File: src/rtl/ptw_pkg.sv
package ptw_pkg;

   // walk sequencer states
   typedef enum logic [2:0] {
      ST_IDLE,
      ST_L1_REQ,
      ST_L1_WAIT,
      ST_L2_REQ,
      ST_L2_WAIT
   } walk_st_e;

   // entry classification
   typedef enum logic [1:0] {
      PTE_INVALID,
      PTE_RESERVED,
      PTE_POINTER,
      PTE_LEAF
   } pte_kind_e;

   // flag bit positions inside an entry
   localparam int FLAG_V = 0;
   localparam int FLAG_R = 1;
   localparam int FLAG_W = 2;
   localparam int FLAG_X = 3;
   // number of low entry bits below the page number field
   localparam int PTE_LOW_BITS = 10;

endpackage

File: src/rtl/ptw_pte_class.sv
module ptw_pte_class
   import ptw_pkg::*;
#(
   parameter int PTE_W = 32
) (
   input  logic [PTE_W-1:0] pte,
   output pte_kind_e        kind
);

   logic v_b, r_b, w_b, x_b;

   assign v_b = pte[FLAG_V];
   assign r_b = pte[FLAG_R];
   assign w_b = pte[FLAG_W];
   assign x_b = pte[FLAG_X];

   always_comb begin
      if (!v_b)
         kind = PTE_INVALID;
      else if (w_b && !r_b)
         kind = PTE_RESERVED;
      else if (!r_b && !w_b && !x_b)
         kind = PTE_POINTER;
      else
         kind = PTE_LEAF;
   end

endmodule

File: src/rtl/ptw_addr_gen.sv
module ptw_addr_gen #(
   parameter int PPN_W = 22,
   parameter int IDX_W = 10,
   parameter int OFF_W = 12,
   parameter int PA_W  = PPN_W + OFF_W
) (
   input  logic [PPN_W-1:0] tbl_ppn,
   input  logic [IDX_W-1:0] idx,
   output logic [PA_W-1:0]  pte_addr
);

   localparam int ENTRY_SHIFT = 2;   // 4-byte entries

   generate
      if (PA_W != PPN_W + OFF_W) begin : g_bad_pa
         $error("ptw_addr_gen: PA_W must equal PPN_W + OFF_W");
      end
      if (OFF_W < IDX_W + ENTRY_SHIFT) begin : g_bad_off
         $error("ptw_addr_gen: table of 2**IDX_W entries must fit in a page");
      end
   endgenerate

   logic [PA_W-1:0] base_w;
   logic [PA_W-1:0] disp_w;

   assign base_w   = {tbl_ppn, {OFF_W{1'b0}}};
   assign disp_w   = PA_W'({idx, {ENTRY_SHIFT{1'b0}}});
   assign pte_addr = base_w + disp_w;

endmodule

File: src/rtl/ptw_walker.sv
module ptw_walker
   import ptw_pkg::*;
#(
   parameter int VPN_IDX_W    = 10,
   parameter int PG_OFF_W     = 12,
   parameter int PPN_HI_W     = 12,
   parameter int PPN_LO_W     = 10,
   parameter int PTE_W        = 32,
   parameter bit SUPERPAGE_EN = 1'b1,
   localparam int VPN_W       = 2 * VPN_IDX_W,
   localparam int PPN_W       = PPN_HI_W + PPN_LO_W,
   localparam int PA_W        = PPN_W + PG_OFF_W
) (
   input  logic             clk,
   input  logic             rst_n,
   input  logic             req_valid,
   input  logic [VPN_W-1:0] req_vpn,
   input  logic [PPN_W-1:0] req_root_ppn,
   output logic             busy,
   output logic             mem_req_valid,
   input  logic             mem_req_ready,
   output logic [PA_W-1:0]  mem_req_addr,
   input  logic             mem_rsp_valid,
   input  logic [PTE_W-1:0] mem_rsp_data,
   output logic             walk_done,
   output logic             walk_fault,
   output logic [PPN_W-1:0] res_ppn,
   output logic [PTE_W-1:0] res_pte
);

   generate
      if (PTE_W != PPN_W + PTE_LOW_BITS) begin : g_bad_pte
         $error("ptw_walker: entry width must hold the page number and low bits");
      end
      if (PPN_LO_W != VPN_IDX_W) begin : g_bad_lo
         $error("ptw_walker: low page field must match the level index width");
      end
      if (PG_OFF_W != VPN_IDX_W + 2) begin : g_bad_off
         $error("ptw_walker: one table must fill exactly one page");
      end
   endgenerate

   walk_st_e         st_q;
   logic [VPN_W-1:0] vpn_q;
   logic [PPN_W-1:0] tbl_q;
   logic             done_q, fault_q;
   logic [PPN_W-1:0] ppn_q;
   logic [PTE_W-1:0] pte_q;

   logic [VPN_IDX_W-1:0] vpn_hi, vpn_lo, idx_sel;
   logic                 lvl2;
   pte_kind_e            kind;
   logic [PPN_W-1:0]     ent_ppn;
   logic [PPN_HI_W-1:0]  ent_hi;
   logic [PPN_LO_W-1:0]  ent_lo;
   logic                 super_ok;

   assign vpn_hi  = vpn_q[VPN_W-1 -: VPN_IDX_W];
   assign vpn_lo  = vpn_q[VPN_IDX_W-1:0];
   assign lvl2    = (st_q == ST_L2_REQ) || (st_q == ST_L2_WAIT);
   assign idx_sel = lvl2 ? vpn_lo : vpn_hi;

   assign ent_ppn = mem_rsp_data[PTE_W-1 -: PPN_W];
   assign ent_hi  = mem_rsp_data[PTE_W-1 -: PPN_HI_W];
   assign ent_lo  = mem_rsp_data[PTE_LOW_BITS +: PPN_LO_W];

   ptw_pte_class #(.PTE_W(PTE_W)) u_class (
      .pte  (mem_rsp_data),
      .kind (kind)
   );

   ptw_addr_gen #(
      .PPN_W (PPN_W),
      .IDX_W (VPN_IDX_W),
      .OFF_W (PG_OFF_W),
      .PA_W  (PA_W)
   ) u_addr (
      .tbl_ppn  (tbl_q),
      .idx      (idx_sel),
      .pte_addr (mem_req_addr)
   );

   // large-page leaves at level one: allowed only when aligned
   generate
      if (SUPERPAGE_EN) begin : g_super
         assign super_ok = (ent_lo == '0);
      end else begin : g_no_super
         assign super_ok = 1'b0;
      end
   endgenerate

   always_ff @(posedge clk) begin
      if (!rst_n) begin
         st_q    <= ST_IDLE;
         vpn_q   <= '0;
         tbl_q   <= '0;
         done_q  <= 1'b0;
         fault_q <= 1'b0;
         ppn_q   <= '0;
         pte_q   <= '0;
      end else begin
         done_q  <= 1'b0;
         fault_q <= 1'b0;
         unique case (st_q)
            ST_IDLE: begin
               if (req_valid) begin
                  vpn_q <= req_vpn;
                  tbl_q <= req_root_ppn;
                  st_q  <= ST_L1_REQ;
               end
            end
            ST_L1_REQ: begin
               if (mem_req_ready) st_q <= ST_L1_WAIT;
            end
            ST_L1_WAIT: begin
               if (mem_rsp_valid) begin
                  if (kind == PTE_POINTER) begin
                     tbl_q <= ent_ppn;
                     st_q  <= ST_L2_REQ;
                  end else begin
                     pte_q <= mem_rsp_data;
                     st_q  <= ST_IDLE;
                     if (kind == PTE_LEAF && super_ok) begin
                        done_q <= 1'b1;
                        ppn_q  <= {ent_hi, vpn_lo};
                     end else begin
                        fault_q <= 1'b1;
                     end
                  end
               end
            end
            ST_L2_REQ: begin
               if (mem_req_ready) st_q <= ST_L2_WAIT;
            end
            ST_L2_WAIT: begin
               if (mem_rsp_valid) begin
                  pte_q <= mem_rsp_data;
                  st_q  <= ST_IDLE;
                  if (kind == PTE_LEAF) begin
                     done_q <= 1'b1;
                     ppn_q  <= ent_ppn;
                  end else begin
                     fault_q <= 1'b1;
                  end
               end
            end
            default: st_q <= ST_IDLE;
         endcase
      end
   end

   assign busy          = (st_q != ST_IDLE);
   assign mem_req_valid = (st_q == ST_L1_REQ) || (st_q == ST_L2_REQ);
   assign walk_done     = done_q;
   assign walk_fault    = fault_q;
   assign res_ppn       = ppn_q;
   assign res_pte       = pte_q;


   req_hold_chk: assert property (@(posedge clk) disable iff (!rst_n)
      (mem_req_valid && !mem_req_ready) |=> (mem_req_valid && $stable(mem_req_addr)));


   pulse_excl_chk: assert property (@(posedge clk) disable iff (!rst_n)
      !(walk_done && walk_fault));


   done_single_chk: assert property (@(posedge clk) disable iff (!rst_n)
      (walk_done || walk_fault) |=> !(walk_done || walk_fault));


   busy_end_chk: assert property (@(posedge clk) disable iff (!rst_n)
      $fell(busy) |-> (walk_done || walk_fault));


   invalid_fault_chk: assert property (@(posedge clk) disable iff (!rst_n)
      (busy && !mem_req_valid && mem_rsp_valid && !mem_rsp_data[FLAG_V])
         |=> (walk_fault && !mem_req_valid));


   l2_ptr_fault_chk: assert property (@(posedge clk) disable iff (!rst_n)
      (st_q == ST_L2_WAIT && mem_rsp_valid && kind == PTE_POINTER) |=> walk_fault);

endmodule

File: config.mk
export PLATFORM = sky130hd
export DESIGN_NAME = ptw_walker
export DESIGN_NICKNAME = d
export VERILOG_FILES = /design/src/rtl/ptw_pkg.sv /design/src/rtl/ptw_pte_class.sv /design/src/rtl/ptw_addr_gen.sv /design/src/rtl/ptw_walker.sv
export SDC_FILE = /design/constraint.sdc
export NUM_CORES = 1
export LEC_CHECK = 0
export BUFFER_PORTS_ARGS = -buffer_cell sky130_fd_sc_hd__buf_2
export CAP_MARGIN = 40
export CORE_MARGIN = 5
export CORE_UTILIZATION = 55
export CTS_BUF_LIST = sky130_fd_sc_hd__clkbuf_4 sky130_fd_sc_hd__clkbuf_8
export CTS_CLUSTER_SIZE = 30
export DETAILED_ROUTE_END_ITERATION = 6
export MAX_ROUTING_LAYER = met4
export PLACE_DENSITY_LB_ADDON = 0.1
export REMOVE_ABC_BUFFERS = 1
export SYNTH_ARGS = -nofsm -noshare
export SYNTH_HDL_FRONTEND = slang
export SYNTH_HIERARCHICAL = 1
export SYNTH_SLANG_ARGS = --single-unit
File: constraint.sdc
create_clock -name clk -period 4.5 [get_ports clk]
set_clock_uncertainty 0.05 [all_clocks]
set_input_delay 0.675 -clock clk [delete_from_list [all_inputs] [get_ports clk]]
set_output_delay 0.675 -clock clk [all_outputs]
set_load 0.02 [all_outputs]
# Yosys cells after proc, flatten, opt, wreduce, memory -nomap -nowiden

Index checks and enable logic that the tools add are counted.

Equality and inequality tests: 15
Reduce and logical (&&, ||, !) cells: 19
Multiplexer cells: 37
Add/subtract/negate cells: 1

Operators with widths:

| cell                 | count |
|---|---|
| $mux W22             | 8 |
| $mux W32             | 3 |
| $pmux W22 S2         | 2 |
| $pmux W32 S2         | 1 |
| $add A34 B12 Y34     | 1 |
| $ne A2 B2 Y1 const B | 8 |
| $mux W3              | 5 |
| $pmux W3 S5          | 1 |
| $mux W1              | 11 |
| $logic_not A10 Y1    | 1 |
| $mux W10             | 1 |
| $reduce_and A4 Y1    | 2 |
| $eq A3 B2 Y1 const B | 2 |
| $mux W2              | 3 |
| $reduce_and A6 Y1    | 1 |
| $reduce_and A5 Y1    | 1 |
| $eq A2 B2 Y1 const B | 2 |
| $logic_and A1 B1 Y1  | 4 |
| $pmux W1 S2          | 2 |
| $reduce_bool A2 Y1   | 2 |
| $eq A3 B1 Y1 const B | 1 |
| $eq A3 B3 Y1 const B | 1 |
| $logic_not A1 Y1     | 3 |
| $logic_not A3 Y1     | 1 |
| other kinds (4)      | 5 |

Input port bits: 79
Output and inout bits: 92
Register bits: 101

# Logic depth before layout (Yosys ltp)

Depth after elaboration: 12
Gate-level depth with buffers: 8
Depth with buffers taken out: 6

# Cells and area by module

The synthesis kept the hierarchy.

By module, submodules not included:

| module        | area an instance (µm²) | cells an instance | times used |
|---|---|---|---|
| ptw_walker    | 4,488.1                | 510               | 1 |
| ptw_addr_gen  | 259.0                  | 35                | 1 |
| ptw_pte_class | 20.0                   | 3                 | 1 |

# Worst setup path after synthesis

Ideal clock, no wire load.

Kind: register to output
Start point: reg st_q[2]
End point: out mem_req_addr[10]
Path buffers: 2
Path slack: 2,132 ps
Cell stages (with the launch flop): 6
Arrival time: 1,643 ps
Path through: dfxtp_1 nor3b_4 o21bai_1 buf_2 mux2_1 buf_4

Cells in the longest elaborated chain, start to end: 4
Elaborated cells on any way between the ends: 5
Classes of those cells: 1 x add/sub; 2 x eq/ne; 1 x mux; 1 x reduce/logical

RTL lines:

| what                                         | line               | text |
|---|---|---|
| start: declaration                           | ptw_walker.sv:43   | `walk_st_e st_q;` |
| start signal: assignment                     | ptw_walker.sv:94   | `st_q <= ST_IDLE;` |
| start signal: assignment                     | ptw_walker.sv:109  | `st_q <= ST_L1_REQ;` |
| start signal: assignment                     | ptw_walker.sv:113  | `if (mem_req_ready) st_q <= ST_L1_WAIT;` |
| $eq A3 B2 Y1 or $eq A3 B3 Y1 (tied branches) | ptw_walker.sv:60   | `assign lvl2 = (st_q == ST_L2_REQ) \|\| (st_q == ST_L2_WAIT);` |
| $logic_or A1 B1 Y1 (*)                       | ptw_walker.sv:60   |  |
| $mux W10 (*)                                 | ptw_walker.sv:61   | `assign idx_sel = lvl2 ? vpn_lo : vpn_hi;` |
| via idx_sel[8]                               | ptw_walker.sv:50   | `logic [VPN_IDX_W-1:0] vpn_hi, vpn_lo, idx_sel;` |
| $add A34 B12 Y34 (*)                         | ptw_addr_gen.sv:28 | `assign pte_addr = base_w + disp_w;` |
| end: declaration                             | ptw_walker.sv:22   | `output logic [PA_W-1:0] mem_req_addr,` |

The timed path passes the listed nets; every way through them passes the cells marked *.

# Worst setup path in the final report

Start point: reg st_q[0]
End point: out mem_req_addr[8]

Cells in the longest elaborated chain, start to end: 4
Elaborated cells on any way between the ends: 5
Classes of those cells: 1 x add/sub; 2 x eq/ne; 1 x mux; 1 x reduce/logical

RTL lines:

| what                                         | line |
|---|---|
| $eq A3 B2 Y1 or $eq A3 B3 Y1 (tied branches) | ptw_walker.sv:60 |
| $logic_or A1 B1 Y1 (*)                       | ptw_walker.sv:60 |
| $mux W10 (*)                                 | ptw_walker.sv:61 |
| $add A34 B12 Y34 (*)                         | ptw_addr_gen.sv:28 |

Every way passes the cells marked *; elsewhere a longest branch is shown, timed or not.

==> impl_metrics.json <==
{
  "vias": 4285,
  "cts_root_buf": "clkbuf_8",
  "yosys_most_used_dff": "dfxtp_1",
  "vdd.ir_drop.worst_uv": 147,
  "syn_to_final_growth_pct": 18.5,
  "synth.area.top_cells": "dfxtp_1, nand2_1, o211a_1",
  "max_freq_mhz": 342,
  "core_area_um2": 8590,
  "synth_xor_area_share_pct": 0.184,
  "layout-drive-gt1-share_pct": 30.2,
  "htree_num_levels": 3,
  "vias_per_cell": 5.56,
  "synth_area_leader_cell": "dfxtp_1",
  "port-buffer-count": 168,
  "ant_nets": 0,
  "synth_cell_types": 38,
  "fp.dieArea_um2": 10600,
  "finalNetCount": 736,
  "clock-sinks": 101,
  "p_per_area_nw_per_um2": 328,
  "rows": 34,
  "setup_viol": 0,
  "synthMuxAreaShare_pct": 6.98,
  "post-cts-setup-buffers": 0,
  "synthArstFlopShare_pct": 0,
  "antennaDiodeCount": 0,
  "critPathRequiredTime_ps": 3770,
  "drt-pass1-iter-count": 5,
  "drc": 0,
  "tritoncts": "built",
  "wl_um": 12800,
  "path_class": "register to primary output",
  "synth_adder_area_share_pct": 0,
  "synth_compound_area_share_pct": 21.7,
  "grt_util_all_layers_pct": 24.9,
  "overflow": 0,
  "cts_made_buffers": 9,
  "cts_max_path_buffers": 2,
  "ios": 171,
  "gp_congestion": 0.816,
  "cts_hold_buf": 0,
  "start_util_pct": 55.5,
  "seq_area_frac_synth_pct": 42.4,
  "hp-class": "register to register",
  "tightest_slew_ps": 873,
  "setup_tns_ps": 0,
  "fin_crit_ps": 2920,
  "wire_per_inst_um": 16.7,
  "rsz0062_at_grt": "no",
  "grt_pass1_vias": 4243,
  "finalMaxSlewViolations": 0,
  "rrSetupSlack_ps": 1870,
  "clk_latency_ps": 370,
  "min_period_over_period_pct": 65.0,
  "critPathLaunchType": "register",
  "synth_edf_count": 0,
  "synth_warnings": 6,
  "dpl.hpwl_um": 8920,
  "syn_inst": 548,
  "hold_viol": 0,
  "synth-seq-cells": 101,
  "die_w_um": 103,
  "dieHeight_um": 103,
  "yosysTopAreaCellShare_pct": 42.4,
  "synth_top_family_by_area": "compound AO/OA/AOI/OAI gates",
  "status": "finished clean",
  "cp_max_fo": 9,
  "cp-end-kind": "primary output",
  "power_mw": 1.85,
  "synth.avg_cell_area_um2": 8.70,
  "worstPathArrival_ps": 2200,
  "maxCapViolCount": 0,
  "power_leakage_nw": 2.79,
  "grt_first_pass_wirelength_um": 20500,
  "grt_max_degree": 71,
  "path_clk_slew_ps": 100,
  "drtIter0Drc": 179,
  "yosys.area_share.simple_pct": 18.6,
  "cts_resized": 0,
  "antenna_found_initial": 0,
  "slew_headroom_pct": 41.8,
  "synthesis.area_um2": 4770
}
==> critical path, cell delays in order (launching register included) <==
cell	delay, ps
dfxtp_1	580
nand2_1	100
o21bai_1	400
buf_4	260
mux2_1	330
buf_2	160
==> routing by layer <==
| layer | global-route usage, % | vias to the layer above | wire, um | share of wire (%) |
|---|---|---|---|---|
| met1 | 32.9 | 2002 | 5670 | 44 |
| met2 | 38.1 | 152 | 6010 | 47 |
| met5 | - | - | 0 | 0 |
| met4 | 10.3 | 0 | 283 | 2.2 |
| met3 | 3.92 | 25 | 879 | 6.8 |
| li1 | - | 2106 | - | - |
==> cell usage in the layout, fill, tap and decap left out, drive strengths merged, types with 3 or more instances in the layout <==
cell type  instances
nor2b              4
o21a               3
o211ai            10
dfxtp            101
buf              180
clkbuf            10
nand3             34
o211a             32
inv                5
mux2i             22
o21ai             34
nand2            115
nand4             22
a21boi            53
mux2              10
==> report_power, final <==
group | switching [mW] | internal, mW | total (mW)
Combinational | 0.178 | 0.114 | 0.292
Clock | 0.330 | 0.270 | 0.600
Sequential | 0.0270 | 0.936 | 0.963
==> kinds of logic (layout without fill, tap and decap cells) <==
logic type / after synthesis / count (layout)
other: 1 / 2
DFF: 101 / 101
and+or+nand+nor: 189 / 189
AOI/OAI and AO/OA: 138 / 138
xor gates and xnor gates: 1 / 1
buffers and inverters: 86 / 199
muxes: 32 / 32
==> cell type report <==
cell class | instances | area, um^2
multi-input cells | 362 | 2280
fillers | 786 | 2950
flip-flops and latches | 101 | 2020
inverters | 3 | 11.3
repair buffers | 180 | 993
clock buffers | 10 | 131
well taps | 108 | 135
clock inverters | 6 | 71.3
==> flip-flops by register name, indices dropped and copies added, names as in the netlist <==
signal,count
vpn_q,20
res_ppn,22
tbl_q,22
st_q,3
res_pte,32
walk_done,1
walk_fault,1
==> path summary, 6_finish.rpt <==
check	startpoint	to	cells past startpoint
setup / recovery	st_q[0]	mem_req_addr[8]	5
hold / removal	res_ppn[11]	res_ppn[11]	2
setup reg to reg	st_q[1]	tbl_q[4]	6
hold reg to reg	res_ppn[11]	res_ppn[11]	2
==> synth_stat cells, types with 2 or more instances <==
master,n
o211ai_1,10
and2_1,2
o21a_1,3
mux2_1,10
buf_4,38
nand3_1,34
o21ai_1,32
inv_1,3
dfxtp_1,101
a21boi_0,21
nor4_1,2
nor2b_1,4
and3b_1,2
buf_2,10
clkbuf_1,35
a21boi_1,32
o211a_1,32
nand4_1,22
mux2i_1,22
nand2_1,115
==> through the flow <==
| stage | cells | setup slack, ps | instance area (um^2) | utilization (%) | hold WS (ps) |
|---|---|---|---|---|---|
| after CTS | 770 | 1560 | 5650 | 65.7 | 411 |
| after detailed placement | 754 | 1460 | 5450 | 63.4 | 395 |
| after floorplan | 466 | 884 | 4300 | - | 389 |
| final | 770 | 1580 | 5650 | 65.7 | 408 |
| after global routing | 770 | 1450 | 5650 | 65.7 | 435 |
| after global placement | 750 | 1550 | 5360 | 62.3 | 391 |
No activity file was read; power rests on OpenSTA's default activity.
